### src/rtl/gold_pkg.sv
package gold_pkg;
  typedef enum logic [1:0] {
    MODE_U   = 2'd0,
    MODE_V   = 2'd1,
    MODE_MIX = 2'd2
  } code_mode_e;
endpackage

### src/rtl/gold_lfsr.sv
module gold_lfsr #(
  parameter int         W    = 6,
  parameter logic [W-1:0] TAPS = '1
) (
  input  logic         clk,
  input  logic         rst_n,
  input  logic         seed,
  input  logic         step,
  output logic [W-1:0] state,
  output logic         serial
);
  logic [W-1:0] state_d;
  logic         fb;

  assign fb = ^(state & TAPS);

  always_comb begin
    state_d = state;
    if (seed)      state_d = '1;
    else if (step) state_d = {fb, state[W-1:1]};
  end

  always_ff @(posedge clk or negedge rst_n) begin
    if (!rst_n) state <= '1;
    else        state <= state_d;
  end

  assign serial = state[0];
endmodule

### src/rtl/gold_ctrl.sv
module gold_ctrl
  import gold_pkg::*;
#(
  parameter int W     = 6,
  parameter int IDX_W = 7
) (
  input  logic             clk,
  input  logic             rst_n,
  input  logic             load,
  input  logic             en,
  input  logic [IDX_W-1:0] code_idx,
  output code_mode_e       mode,
  output logic             seed,
  output logic             step_a,
  output logic             step_b,
  output logic             busy,
  output logic             first
);
  localparam int PERIOD  = (1 << W) - 1;
  localparam int MAX_IDX = PERIOD + 1;

  logic [IDX_W-1:0] idx_sat, off_full;
  logic [W-1:0]     off_in;
  code_mode_e       mode_in, mode_q, mode_d;
  logic [W-1:0]     cnt_q, cnt_d;
  logic [W-1:0]     phase_q, phase_d;

  always_comb begin
    idx_sat  = (code_idx > IDX_W'(MAX_IDX)) ? IDX_W'(MAX_IDX) : code_idx;
    off_full = idx_sat - IDX_W'(2);
    if (idx_sat == '0) begin
      mode_in = MODE_U;
      off_in  = '0;
    end else if (idx_sat == IDX_W'(1)) begin
      mode_in = MODE_V;
      off_in  = '0;
    end else begin
      mode_in = MODE_MIX;
      off_in  = off_full[W-1:0];
    end
  end

  assign busy   = (cnt_q != '0);
  assign seed   = load;
  assign step_a = !load && !busy && en;
  assign step_b = !load && (busy || en);
  assign first  = !busy && (phase_q == '0);

  always_comb begin
    mode_d  = mode_q;
    cnt_d   = cnt_q;
    phase_d = phase_q;
    if (load) begin
      mode_d  = mode_in;
      cnt_d   = off_in;
      phase_d = '0;
    end else if (busy) begin
      cnt_d = cnt_q - W'(1);
    end else if (en) begin
      phase_d = (phase_q == W'(PERIOD - 1)) ? '0 : phase_q + W'(1);
    end
  end

  always_ff @(posedge clk or negedge rst_n) begin
    if (!rst_n) begin
      mode_q  <= MODE_U;
      cnt_q   <= '0;
      phase_q <= '0;
    end else begin
      mode_q  <= mode_d;
      cnt_q   <= cnt_d;
      phase_q <= phase_d;
    end
  end

  assign mode = mode_q;
endmodule

### src/rtl/gold_code_gen.sv
module gold_code_gen
  import gold_pkg::*;
#(
  parameter int           W      = 6,
  parameter logic [W-1:0] TAPS_A = 6'b100001,
  parameter logic [W-1:0] TAPS_B = 6'b110011,
  localparam int          IDX_W  = $clog2((1 << W) + 2)
) (
  input  logic             clk,
  input  logic             rst_n,
  input  logic             en,
  input  logic             load,
  input  logic [IDX_W-1:0] code_idx,
  output logic             chip,
  output logic             period_start,
  output logic             busy
);
  code_mode_e   mode;
  logic         seed, step_a, step_b, first;
  logic [W-1:0] a_state, b_state;
  logic         a_bit, b_bit;

  gold_ctrl #(.W(W), .IDX_W(IDX_W)) u_ctrl (
    .clk(clk), .rst_n(rst_n), .load(load), .en(en), .code_idx(code_idx),
    .mode(mode), .seed(seed), .step_a(step_a), .step_b(step_b),
    .busy(busy), .first(first)
  );

  gold_lfsr #(.W(W), .TAPS(TAPS_A)) u_lfsr_a (
    .clk(clk), .rst_n(rst_n), .seed(seed), .step(step_a),
    .state(a_state), .serial(a_bit)
  );

  gold_lfsr #(.W(W), .TAPS(TAPS_B)) u_lfsr_b (
    .clk(clk), .rst_n(rst_n), .seed(seed), .step(step_b),
    .state(b_state), .serial(b_bit)
  );

  always_comb begin
    case (mode)
      MODE_U:  chip = a_bit;
      MODE_V:  chip = b_bit;
      default: chip = a_bit ^ b_bit;
    endcase
  end

  assign period_start = first;
endmodule

### config.mk
export PLATFORM = sky130hd
export DESIGN_NAME = gold_code_gen
export DESIGN_NICKNAME = d
export VERILOG_FILES = /design/src/rtl/gold_pkg.sv /design/src/rtl/gold_lfsr.sv /design/src/rtl/gold_ctrl.sv /design/src/rtl/gold_code_gen.sv
export SDC_FILE = /design/constraint.sdc
export NUM_CORES = 1
export LEC_CHECK = 0
export BUFFER_PORTS_ARGS = -buffer_cell sky130_fd_sc_hd__buf_2
export CAP_MARGIN = 10
export CORE_ASPECT_RATIO = 1.5
export CORE_MARGIN = 8
export CORE_UTILIZATION = 60
export CTS_CLUSTER_SIZE = 14
export DETAILED_ROUTE_END_ITERATION = 16
export PLACE_DENSITY = 0.8
export SLEW_MARGIN = 30
export SYNTH_ARGS = -nofsm -noshare
export SYNTH_HDL_FRONTEND = slang
export SYNTH_SLANG_ARGS = --single-unit
### constraint.sdc
create_clock -name clk -period 3.3 [get_ports clk]
set_clock_uncertainty 0.1 [all_clocks]
set_input_delay 0.33 -clock clk [delete_from_list [all_inputs] [get_ports clk]]
set_output_delay 0.33 -clock clk [all_outputs]
set_load 0.02 [all_outputs]
==> summary.txt <==
Yosys
  • Post-synthesis sequential area ratio: 43.50%
  • Cell taking the most area after synthesis: dfrtp_1
  • Synth Register Bits: 26
  • Post-synth EDFFs: 0
  • Synth unique cells: 41
  • YS warnings: 0
  • Largest cells by area after synthesis: dfrtp_1 23%, dfstp_2 21%, ha_1 4.9%
  • Top FF cell, synth: dfrtp_1
  • Mapped Cells: 157
  • Syn avg cell area: 9.747 um^2
  • Post-synth ARST share: 100.0%
  • Synth Cell Area: 1530 um^2
  • Synth top area share: a little under a quarter
  • Post-Syn Nets: 174

Power
  • Sequential power share: 51.7%
  • Switching Fraction: 26.61%
  • Sw power: 198.7 uW
  • Combinational Power Share: 19.2%
  • Internal power: 548.1 uW
  • Leak: 0.0007030 uW
  • Pwr dens: about 450 nW/um^2
  • Clock share of power: between 20 and 30%
  • Maximum vdd drop: 0.2750 mV

Worst setup path
  • Startpoint Class: register
  • Critical R2R Launch: u_ctrl.cnt_q[0]
  • WP data required: 2870 ps
  • Max FO, Critical Path: 7
  • CP Capture Type: primary output
  • Worst Setup SP: u_ctrl.cnt_q[0]
  • CP arrival: 2080 ps
  • CP Class: register to primary output

Die
  • Initial Utilization: 62.46%
  • Row Count: 22
  • Total core area: about 2400 um^2
  • Area of the die: 4456 um^2
  • Die width: ~57 um
  • Chip Height: 77.85 um
  • I/O pin cnt: 14

Layout
  • Most frequent cells in the layout: 17 x nand2_1, 14 x dfrtp_1, 13 x buf_2
  • Final #Nets: 188
  • Finished Cell Area: 1668 um^2
  • Finished Layout Cells: 194
  • Share of cells above drive strength 1: between 10% and 20%
  • P&R area growth vs syn: 8.994%
  • Diode count: 0
  • Filler instances: 197
  • Commonest non-fill, non-tap cell in the layout: nand2_1

Detailed routing
  • Remaining DRCs: 0
  • Routed met2 length: 1600 um
  • Initial DRC count: 30
  • Met3 WL post-DR: 112 um
  • Number of detailed-route iterations in the first pass: 4
  • Top Layer Used: met4
  • Via Count: 1200
  • Vias per cell: just over 6
  • Remaining antenna violation count after routing: 0
  • Avg WL per Cell: 15.66 um
  • WL met1: 1298 um
  • Post-Route WL: between 3000 and 4000 um

Timing
  • Final worst path period share: ~76%
  • Final setup vio count: 0
  • Final worst slack: 788.9 ps
  • Crit path time final: 2511 ps
  • WHS: 191.6 ps
  • F_max: 398.2 MHz
  • Max-slew violation count: 0
  • Fin. Hold Viols: 0
  • Slew headroom: 62.52%
  • Setup TNS: 0 ps
  • Worst-Margin Slew: 562.3 ps
  • RSZ-0062 raised after global routing: false

Clocking
  • Buffer count from post-CTS setup fixing: 0
  • TritonCTS buffer count: 3
  • Clock Latency Late Sink: 320 ps
  • H-tree depth: 1
  • Post-CTS Hold Buffers: 1
  • Resize count post-CTS: 0
  • CTS clk-pin slew, worst paths: 140 ps
  • Sink Count: 26
  • CTS root buf: clkbuf_4
  • CTS tree: yes
  • Deepest clock path buffer count: 2

Hold path
  • Hold Crit Start: code_idx[0]
  • Hold WC Path Type: input port to register

GRT
  • GRT overflow: 0
  • Vias in the first global route: 1258
  • Largest net degree at the start of global routing: 36
  • Initial antenna violation count: 0
  • Total GRT Usage: between 10 and 15%
  • Global-route wire length before repair: about 5400 um

Outcome
  • Outcome: finished, final reports clean

Placed design
  • Post-Place Cell Area: 1605 um^2
  • Setup WS pre-CTS: 1161 ps
  • Dpl cells: ~190
  • Hpwl dp: 2224 um
  • Placer Congestion: 0.7947
  • Input/output buffers: 13

Run
  • Max-cap viol count: 0
-- critical path, cell delays in order (launching register included) --
cell and delay [ps]:
dfrtp_1 400, inv_1 120, ha_1 190, or4b_4 510, nor2_4 190, and3_1 190, buf_2 160
-- synthesized netlist by cell type (all sizes together), types with 2 or more instances --
| cell type | count |
|---|---|
| a211o | 5 |
| a21oi | 4 |
| a31oi | 2 |
| and3 | 2 |
| clkbuf | 4 |
| dfrtp | 14 |
| dfstp | 12 |
| ha | 6 |
| inv | 9 |
| mux2i | 2 |
| nand2 | 17 |
| nand2b | 6 |
| nand3 | 8 |
| nand3b | 6 |
| nor2 | 6 |
| nor2b | 10 |
| nor3 | 4 |
| o21ai | 4 |
| o22ai | 3 |
| o31ai | 7 |
| or3 | 4 |
| xnor2 | 4 |
| xor2 | 2 |
-- through the flow --
| stage | power (uW) | utilization, % |
|---|---|---|
| 2_1_floorplan | 492.7 | - |
| 3_5_place_dp | 533.6 | 65.53 |
| 3_3_place_gp | 527.1 | 65.53 |
| 4_1_cts | 751.8 | 68.08 |
| 6_report | 746.8 | 68.08 |
| 5_1_grt | 787.9 | 68.08 |
-- logic make-up after synthesis --
family | after synthesis | share of synthesized area [%]
fa+ha+maj | 6 | 4.906
flops | 26 | 43.50
compound gates | 33 | 15.54
xor+xnor | 7 | 4.988
simple gates | 68 | 25.51
mux | 3 | 2.044
buf+inv | 14 | 3.515
-- cell type report --
type	instances	area, um^2	share of cell area [%]
Timing Repair Buffer	14	75.07	4.501
Tap cell	24	30.03	1.800
Inverter	9	33.78	2.026
Multi-Input combinational cell	117	810.8	48.61
Clock inverter	1	30.03	1.800
Clock buffer	3	22.52	1.350
Sequential cell	26	665.6	39.91
-- power groups by stage --
stage	Combinational (uW)	Clock [uW]	Sequential, uW
2_1_floorplan	109	0	384
3_3_place_gp	137	0	390
3_5_place_dp	143	0	391
4_1_cts	145	221	386
5_1_grt	162	235	391
6_report	143	218	386
-- sequential cells by signal (all words and copies together) (netlist names) --
signal / count
u_ctrl.cnt_q: 6
u_ctrl.mode: 2
u_ctrl.phase_q: 6
u_lfsr_a.state: 6
u_lfsr_b.state: 6
-- worst paths after layout --
kind	cells after the start	slack [ps]	to
min reg2reg	2	410	u_lfsr_a.state[3]
min	3	190	u_ctrl.mode[0]
min in group asynchronous	2	410	u_ctrl.mode[1]
max in group asynchronous	2	2310	u_lfsr_a.state[2]
max	6	790	period_start
max reg2reg	6	1210	u_lfsr_b.state[0]
-- layer usage --
metal | up-vias | GRT usage (%)
li1 | 590 | -
met1 | 585 | 16.32
met2 | 23 | 26.42
met3 | 2 | 2.970
met4 | 0 | 4.786
met5 | - | 0
(Power assumes the default switching activity.)
